`src/rtl/cop_sqf_pkg.sv`:
```
package cop_sqf_pkg;

  localparam int BR_W = 8;

  typedef logic [BR_W-1:0] brcnt_t;

  // b lies at or before r in modular order (distance below half range)
  function automatic logic br_at_or_before(brcnt_t b, brcnt_t r);
    brcnt_t d;
    d = r - b;
    return !d[BR_W-1];
  endfunction

  // a lies strictly before r in modular order
  function automatic logic br_strictly_before(brcnt_t a, brcnt_t r);
    brcnt_t d;
    d = r - a;
    return (d != '0) && !d[BR_W-1];
  endfunction

endpackage

```
`src/rtl/cop_sqf_tagger.sv`:
```
module cop_sqf_tagger
  import cop_sqf_pkg::*;
#(
  parameter int EPOCH_W = 3
) (
  input  logic               clk,
  input  logic               rst_n,
  input  logic               br_disp,
  input  logic               kill_valid,
  input  logic [EPOCH_W-1:0] kill_epoch,
  output brcnt_t             br_count,
  output logic [EPOCH_W-1:0] epoch
);

  always_ff @(posedge clk) begin
    if (!rst_n) begin
      br_count <= '0;
      epoch    <= '0;
    end else begin
      if (br_disp)    br_count <= br_count + 1'b1;
      if (kill_valid) epoch    <= kill_epoch;
    end
  end

  assert_count_step_R2: assert property (@(posedge clk) disable iff (!rst_n)
    br_disp |=> (br_count == brcnt_t'($past(br_count) + 1'b1)));

  assert_count_hold_R2: assert property (@(posedge clk) disable iff (!rst_n)
    !br_disp |=> $stable(br_count));

  assert_epoch_load_R8: assert property (@(posedge clk) disable iff (!rst_n)
    kill_valid |=> (epoch == $past(kill_epoch)));

endmodule

```
`src/rtl/cop_sqf_queue.sv`:
```
module cop_sqf_queue
  import cop_sqf_pkg::*;
#(
  parameter int DATA_W  = 16,
  parameter int DEPTH   = 8,
  parameter int EPOCH_W = 3
) (
  input  logic               clk,
  input  logic               rst_n,
  input  logic               push,
  input  logic [DATA_W-1:0]  push_data,
  input  brcnt_t             push_br,
  input  logic [EPOCH_W-1:0] push_ep,
  input  logic               pop,
  input  logic [EPOCH_W-1:0] cur_epoch,
  output logic               empty,
  output logic               full,
  output logic [DATA_W-1:0]  head_data,
  output brcnt_t             head_br,
  output logic [EPOCH_W-1:0] head_ep,
  output logic               stale_any
);

  localparam int PTR_W = (DEPTH > 1) ? $clog2(DEPTH) : 1;
  localparam int CNT_W = $clog2(DEPTH + 1);
  localparam logic [PTR_W-1:0] LAST = PTR_W'(DEPTH - 1);

  logic [DATA_W-1:0]  slot_data [DEPTH];
  brcnt_t             slot_br   [DEPTH];
  logic [EPOCH_W-1:0] slot_ep   [DEPTH];
  logic [DEPTH-1:0]   occ;
  logic [DEPTH-1:0]   stale_vec;
  logic [PTR_W-1:0]   wr_ptr, rd_ptr;
  logic [CNT_W-1:0]   fill;

  assign empty = (fill == '0);
  assign full  = (fill == CNT_W'(DEPTH));

  for (genvar i = 0; i < DEPTH; i++) begin : g_slot
    localparam logic [PTR_W-1:0] IDX = PTR_W'(i);

    always_ff @(posedge clk) begin
      if (push && wr_ptr == IDX) begin
        slot_data[i] <= push_data;
        slot_br[i]   <= push_br;
        slot_ep[i]   <= push_ep;
      end
    end

    always_ff @(posedge clk) begin
      if (!rst_n)                     occ[i] <= 1'b0;
      else if (push && wr_ptr == IDX) occ[i] <= 1'b1;
      else if (pop && rd_ptr == IDX)  occ[i] <= 1'b0;
    end

    assign stale_vec[i] = occ[i] && (slot_ep[i] != cur_epoch);
  end

  assign stale_any = |stale_vec;

  always_ff @(posedge clk) begin
    if (!rst_n) begin
      wr_ptr <= '0;
      rd_ptr <= '0;
      fill   <= '0;
    end else begin
      if (push) wr_ptr <= (wr_ptr == LAST) ? '0 : wr_ptr + 1'b1;
      if (pop)  rd_ptr <= (rd_ptr == LAST) ? '0 : rd_ptr + 1'b1;
      case ({push, pop})
        2'b10:   fill <= fill + 1'b1;
        2'b01:   fill <= fill - 1'b1;
        default: fill <= fill;
      endcase
    end
  end

  assign head_data = slot_data[rd_ptr];
  assign head_br   = slot_br[rd_ptr];
  assign head_ep   = slot_ep[rd_ptr];

  assert_no_overflow_R4: assert property (@(posedge clk) disable iff (!rst_n)
    fill <= CNT_W'(DEPTH));

  assert_no_push_full_R4: assert property (@(posedge clk) disable iff (!rst_n)
    full |-> !push);

  assert_occ_match_R4: assert property (@(posedge clk) disable iff (!rst_n)
    $countones(occ) == int'(fill));

  assert_head_hold_R4: assert property (@(posedge clk) disable iff (!rst_n)
    (!empty && !pop) |=> (!empty && $stable(head_data) && $stable(head_br)));

endmodule

```
`src/rtl/cop_sqf_judge.sv`:
```
module cop_sqf_judge
  import cop_sqf_pkg::*;
#(
  parameter int EPOCH_W = 3
) (
  input  logic               clk,
  input  logic               rst_n,
  input  logic [EPOCH_W-1:0] cur_epoch,
  input  logic [EPOCH_W-1:0] head_ep,
  input  brcnt_t             head_br,
  input  logic               kill_valid,
  input  brcnt_t             kill_branch,
  input  logic               stale_any,
  output logic               exec
);

  brcnt_t rec_branch;
  logic   same_epoch;
  logic   before_rec;
  logic   take_kill;

  assign same_epoch = (head_ep == cur_epoch);
  assign before_rec = br_at_or_before(head_br, rec_branch);
  assign exec       = same_epoch || before_rec;

  // keep the oldest bound while stale entries still depend on it
  assign take_kill = kill_valid &&
                     (!stale_any || br_strictly_before(kill_branch, rec_branch));

  always_ff @(posedge clk) begin
    if (!rst_n)         rec_branch <= '0;
    else if (take_kill) rec_branch <= kill_branch;
  end

  assert_same_epoch_keep_R5: assert property (@(posedge clk) disable iff (!rst_n)
    (head_ep == cur_epoch) |-> exec);

  assert_rec_keep_R9: assert property (@(posedge clk) disable iff (!rst_n)
    (kill_valid && stale_any && !br_strictly_before(kill_branch, rec_branch))
      |=> $stable(rec_branch));

  assert_rec_load_R8: assert property (@(posedge clk) disable iff (!rst_n)
    (kill_valid && !stale_any) |=> (rec_branch == $past(kill_branch)));

endmodule

```
`src/rtl/cop_squash_filter.sv`:
```
module cop_squash_filter
  import cop_sqf_pkg::*;
#(
  parameter int DATA_W  = 16,
  parameter int DEPTH   = 8,
  parameter int EPOCH_W = 3
) (
  input  logic               clk,
  input  logic               rst_n,
  input  logic               br_disp,
  input  logic               in_valid,
  output logic               in_ready,
  input  logic [DATA_W-1:0]  in_data,
  input  logic               kill_valid,
  input  logic [BR_W-1:0]    kill_branch,
  input  logic [EPOCH_W-1:0] kill_epoch,
  output logic               out_valid,
  input  logic               out_ready,
  output logic [DATA_W-1:0]  out_data,
  output logic               out_exec,
  output logic [BR_W-1:0]    out_branch_tag,
  output logic [BR_W-1:0]    cur_branch_count
);

  brcnt_t             br_count;
  logic [EPOCH_W-1:0] epoch;
  logic               q_empty, q_full, q_stale;
  logic [EPOCH_W-1:0] head_ep;
  brcnt_t             head_br;
  logic               judge_exec;
  logic               push, pop;

  assign in_ready = !q_full;
  assign push     = in_valid && in_ready;
  assign out_valid = !q_empty;
  assign pop      = out_valid && out_ready;

  cop_sqf_tagger #(.EPOCH_W(EPOCH_W)) u_tagger (
    .clk        (clk),
    .rst_n      (rst_n),
    .br_disp    (br_disp),
    .kill_valid (kill_valid),
    .kill_epoch (kill_epoch),
    .br_count   (br_count),
    .epoch      (epoch)
  );

  cop_sqf_queue #(.DATA_W(DATA_W), .DEPTH(DEPTH), .EPOCH_W(EPOCH_W)) u_queue (
    .clk       (clk),
    .rst_n     (rst_n),
    .push      (push),
    .push_data (in_data),
    .push_br   (br_count),
    .push_ep   (epoch),
    .pop       (pop),
    .cur_epoch (epoch),
    .empty     (q_empty),
    .full      (q_full),
    .head_data (out_data),
    .head_br   (head_br),
    .head_ep   (head_ep),
    .stale_any (q_stale)
  );

  cop_sqf_judge #(.EPOCH_W(EPOCH_W)) u_judge (
    .clk         (clk),
    .rst_n       (rst_n),
    .cur_epoch   (epoch),
    .head_ep     (head_ep),
    .head_br     (head_br),
    .kill_valid  (kill_valid),
    .kill_branch (kill_branch),
    .stale_any   (q_stale),
    .exec        (judge_exec)
  );

  assign out_exec         = out_valid && judge_exec;
  assign out_branch_tag   = head_br;
  assign cur_branch_count = br_count;

  assert_exec_needs_valid_R7: assert property (@(posedge clk) disable iff (!rst_n)
    out_exec |-> out_valid);

  assert_flag_hold_R4: assert property (@(posedge clk) disable iff (!rst_n)
    (out_valid && !out_ready && !kill_valid) |=> (out_valid && $stable(out_exec)));

endmodule

```
`config.mk`:
```
export PLATFORM = sky130hd
export DESIGN_NAME = cop_squash_filter
export DESIGN_NICKNAME = d
export VERILOG_FILES = /design/src/rtl/cop_sqf_pkg.sv /design/src/rtl/cop_sqf_tagger.sv /design/src/rtl/cop_sqf_queue.sv /design/src/rtl/cop_sqf_judge.sv /design/src/rtl/cop_squash_filter.sv
export SDC_FILE = /design/constraint.sdc
export NUM_CORES = 1
export LEC_CHECK = 0
export BUFFER_PORTS_ARGS = -buffer_cell sky130_fd_sc_hd__buf_2
export CORE_MARGIN = 2
export CORE_UTILIZATION = 60
export DETAILED_ROUTE_END_ITERATION = 10
export GPL_TIMING_DRIVEN = 1
export PLACE_DENSITY = 0.81
export SLEW_MARGIN = 20
export SYNTH_ARGS = -nofsm -noshare
export SYNTH_HDL_FRONTEND = slang
export SYNTH_SLANG_ARGS = --single-unit
```
`constraint.sdc`:
```
create_clock -name clk -period 4.51 [get_ports clk]
set_clock_uncertainty 0.15 [all_clocks]
set_input_delay 0.6765 -clock clk [delete_from_list [all_inputs] [get_ports clk]]
set_output_delay 0.6765 -clock clk [all_outputs]
set_load 0.005 [all_outputs]
```
== Yosys cells after proc, flatten, opt, wreduce, memory -nomap -nowiden ==
Memories as Yosys holds them, arrays and structs flattened. A register that Yosys moved wholly into a read port is not among the register bits.
Index checks and enable logic that the tools add are counted.
Storage, ports and cells
  logic and storage cells: 225
  RAM bits: 216
  flip-flop bits (word level): 37
  memories: 3
  output and inout bits: 35
Memory list
  u_queue.slot_data: words 8, bits a word 16, rd ports 1, clocked after memory_dff 1, wr ports 1, RTL line cop_sqf_queue.sv:28  | logic [DATA_W-1:0] slot_data [DEPTH];
  u_queue.slot_br: words 8, bits a word 8, rd ports 1, clocked after memory_dff 1, wr ports 1, RTL line cop_sqf_queue.sv:29  | brcnt_t slot_br [DEPTH];
  u_queue.slot_ep: words 8, bits a word 3, rd ports 9, clocked after memory_dff 1, wr ports 1, RTL line cop_sqf_queue.sv:30  | logic [EPOCH_W-1:0] slot_ep [DEPTH];
Cells by class
  equal/unequal tests: 26
  mux-type cells: 104
  add/sub/neg operators: 7
  reductions and logical operators: 71
Operators with widths (number)
  $mux 16: 7
  $reduce_or 16->1: 7
  $mux 3: 36
  $reduce_or 8->1: 8
  $mux 8: 7
  $mux 1: 53
  $logic_and 1x1->1: 29
  $eq 3x3->1 const B: 8
  $ne 3x3->1: 8
  $reduce_or 3->1: 7
  $reduce_bool 2->1: 9
  $sub 8x8->8: 2
  $eq 3x2->1 const B: 4
  $add 8x1->8 const B: 1
  $pmux 4 s2: 1
  $reduce_bool 8->1: 1
  $add 3x1->3 const B: 2
  $eq 3x1->1 const B: 2
  $logic_not 3->1: 2
  $logic_not 1->1: 5
  $add 4x1->4 const B: 1
  $eq 4x4->1 const B: 1
  $logic_not 4->1: 1
  $sub 4x1->4 const B: 1
  other kinds (4): 5

== Longest topological paths before layout ==
  depth after elaboration: 14
  gate-level depth with buffers: 12

== By module ==
Synthesis repeated with hierarchy kept, for this count alone.
Unflattened totals
  cell total of the unflattened synthesis: 645
  area total of the unflattened synthesis: 11081.9 um^2
Modules (own cells, without submodules)
  cop_sqf_queue: instances 1, sequential area each 6906.6 um^2, cells an instance 474, area each 9675.5 um^2
  cop_sqf_judge: instances 1, sequential area each 160.2 um^2, cells an instance 119, area each 908.4 um^2
  cop_sqf_tagger: instances 1, sequential area each 220.2 um^2, cells an instance 47, area each 471.7 um^2
  cop_squash_filter: instances 1, sequential area each 0.0 um^2, cells an instance 5, area each 26.3 um^2

== Worst setup path after synthesis ==
OpenSTA, ideal clock, no wires.
  path kind: register to output
  start: reg with a tool-made name
  end: out out_exec
  data required time: 3684 ps
  path buffers: 3
  stages on the path, launching flop included: 12
  arrival: 2830 ps
  slack: 853 ps
  path through: dfxtp_1 > buf_2 > buf_2 > buf_2 > mux4_2 > mux2i_1 > ha_1 > a21boi_1 > o31ai_1 > o211ai_1 > xor2_1 > a21boi_1
RTL lines
  end, declared: RTL line cop_squash_filter.sv:20  | output logic out_exec,

==> impl_metrics.py <==
metrics = {
    "synth": {
        "synth.top_cell.area_share_pct": 60.33,
        "synth-async-reset-ratio_pct": 0,
        "yosys.area_share.simple_pct": 5.097,
        "synth-compound-area-share_pct": 2.758,
        "synth_fa_ha_area_share_pct": 3.747,
        "synthesis.area_sq_mm": 0.01075,
        "postSynthAreaPerCell_sq_um": 17.23,
        "synth_edf_count": 216,
        "synthDistinctLibCells": 43,
        "synth-xor-area-share_pct": 3.584,
        "synth_mux_area_share_pct": 15.15,
        "synth_top_area_cell": "edfxtp_1",
        "synth.area.top_cells": "edfxtp_1, mux4_2, dfxtp_1, ha_1, xnor2_1",
        "synth_commonest_cells": "edfxtp_1, mux4_2, dfxtp_1",
        "ys_ff_latch": 256,
        "yosysMostFrequentCell": "edfxtp_1",
        "seq_area_frac_synth_pct": 67.78,
        "synth_top_family_by_area": "multiplexers",
        "synth_ff_type": "edfxtp_1",
        "synth_nets": 688,
        "synth_cells": 624,
        "yosys_warnings": 0,
    },
    "floorplanning": {
        "core_sq_mm": 0.01742,
        "rows": 48,
        "start_util_pct": 61.73,
        "die_h_um": 137.9,
        "die-area_sq_mm": 0.01901,
        "fp.dieW_um": 137.9,
        "pin_count": 68,
    },
    "power": {
        "ir_drop_mv": 0.3037,
        "leakage_nw": 4.302,
        "power.total_mw": 6.482,
        "pwr_density_cell_mw_per_mm2": 532.3,
    },
    "drt": {
        "drc": 0,
        "top_layer_used": "met4",
        "met3_length_um": 1238,
        "via_per_inst": 6.038,
        "wl_um": 21320,
        "initialDrtViolationCount": 423,
        "dr_wl_met2_um": 11140,
        "routed-via-count": 5724,
        "dr.pass1.iters": 7,
        "detail-route-antenna-nets": 0,
        "detail_route.wl_per_cell_um": 22.49,
        "wl_met1_um": 8421,
    },
    "place": {
        "pre_cts_ws_ns": 0.9549,
        "numPortBuffers": 67,
        "routabilityCongestion": 0.8425,
        "hpwl_um": 12420,
    },
    "clock_tree": {
        "cts_resized": 0,
        "holdBufCountCts": 0,
        "post-cts-setup-buffers": 0,
        "clkTransAtPathRegs_ns": 0.06,
        "root_buffer": "clkbuf_16",
        "cts_max_level": 1,
        "cts_buffer_depth": 3,
        "cts_sinks": 256,
        "cts_tree": "built",
        "cts_buffers": 25,
        "clk_latency_ns": 0.50,
    },
    "setup_path": {
        "arrival_ns": 3.30,
        "cp_slowest_cell": "dfxtp_2",
        "worstPathCellList": "buf_4 -> mux4_2 -> mux2_2 -> a21boi_1 -> o31ai_1 -> o211ai_1 -> xor2_1 -> a21boi_1 -> buf_2",
        "criticalPathCategory": "reg2out",
        "cp.required_ns": 3.68,
        "worst_path_most_repeated_cell": "a21boi_1",
        "start_kind": "flop",
        "cp-end-kind": "output pin",
        "worstPathMaxFanout": 32,
        "slowest_delay_ns": 0.72,
    },
    "sta": {
        "fmax_mhz": 242.4,
        "max-slew-margin-rel_pct": 48.75,
        "layout_setup_ws_ns": 0.3848,
        "setup_viol": 0,
        "worst_slew_pin_slew_ns": 0.7676,
        "post-route-min-period_ns": 4.125,
        "slew_violations": 0,
        "grt_setup_unrepaired": "no",
        "setup_tns_ns": 0,
        "post-route-period-util_pct": 91.47,
        "hold_violations": 0,
    },
    "run_status": {
        "status": "complete, no violations",
    },
    "grt": {
        "gr-total-overflow": 0,
        "grt_max_degree": 46,
        "grt_pass1_vias": 5860,
        "grt.total_usage_pct": 23.68,
        "grt_pass1_wl_um": 32910,
        "antenna_found_initial": 0,
    },
    "cells_and_area": {
        "area_growth_pct": 13.26,
        "drive_gt1_share_pct": 26.97,
        "fin_nets": 769,
        "finalCoreUtilization_pct": 69.91,
        "n_fill_cell": 1090,
        "antennaDiodeCount": 0,
    },
    "worst_hold_path": {
        "hp-class": "in2reg",
    },
    "run": {
        "drv_cap": 0,
    },
}
## kinds of logic (layout without fill, tap and decap cells)
group                    after synthesis  after routing
AO/OA/AOI/OAI                         43             43
XOR/XNOR                              44             44
adder cells (fa/ha/maj)               31             31
buffers and inverters                 51            150
flip-flops                           256            256
multiplexers                          93             93
AND/OR/NAND/NOR                      106            106
## flip-flops by register name (all words and copies together) (netlist names), named ones only
register and count:
u_queue.slot_br 64, u_tagger.epoch 3, u_queue.rd_ptr 3, u_queue.slot_ep 24, u_queue.slot_data 128, u_judge.rec_branch 8, u_queue.wr_ptr 3, u_queue.occ 8
u_tagger.br_count 8, u_queue.fill 4
## power by group
group	internal (mW)	total (mW)	leakage [nW]	switching, mW
clock network	1.24	2.06	0.396	0.818
logic	0.783	1.54	1.61	0.753
registers	2.73	2.89	2.29	0.163
total	4.75	6.48	4.30	1.73
## per-layer routing
metal,GRT usage [%],vias up
li1,-,2559
met1,31.34,2918
met2,41.36,206
met3,3.436,41
met4,6.689,0
met5,0,-
## worst max-delay path: cells and delay by family, from the launching register on
family / cells / cell delay (ns)
buf+inv: 2 / 0.69
flops: 1 / 0.72
mux: 2 / 0.68
xor+xnor: 1 / 0.12
compound gates: 4 / 0.55
## stage by stage
step                      hold WS [ns]  cell area, sq um  std cells
after floorplan                 0.2880             10750        624
after global routing            0.2830             12180        948
after CTS                       0.2676             12180        948
after global placement          0.2983             11360        903
final                           0.2784             12180        948
after detailed placement        0.3215             11360        903
## layout make-up
class	count	area [sq um]	share of cell area, %
clock buffers	28	636.9	5.230
clock inverters	17	177.7	1.459
inverters	25	93.84	0.7707
multi-input cells	317	3262	26.79
flip-flops and latches	256	7292	59.88
well taps	225	281.5	2.312
repair buffers	80	432.9	3.555
## path summary, 6_finish.rpt
path / from / cells after the start / end / slack, ns
worst min-delay path: kill_branch[4] / 3 / u_judge.rec_branch[4] / 0.28
worst max-delay path: flop / 9 / out_exec / 0.38
worst max register to register: u_judge.rec_branch[0] / 10 / u_judge.rec_branch[6] / 1.45
worst min register to register: u_judge.rec_branch[0] / 2 / u_judge.rec_branch[0] / 0.33
## cells in the final DEF (no fill, tap or decap), types with 18 or more instances in the layout
| master | instances |
|---|---|
| mux2i_1 | 21 |
| inv_1 | 24 |
| nand2_1 | 36 |
| clkbuf_16 | 25 |
| mux2_2 | 18 |
| edfxtp_1 | 216 |
| ha_1 | 29 |
| dfxtp_1 | 38 |
| mux4_2 | 54 |
| buf_2 | 67 |
| xnor2_1 | 27 |
Power figures use the tool's default switching activity.
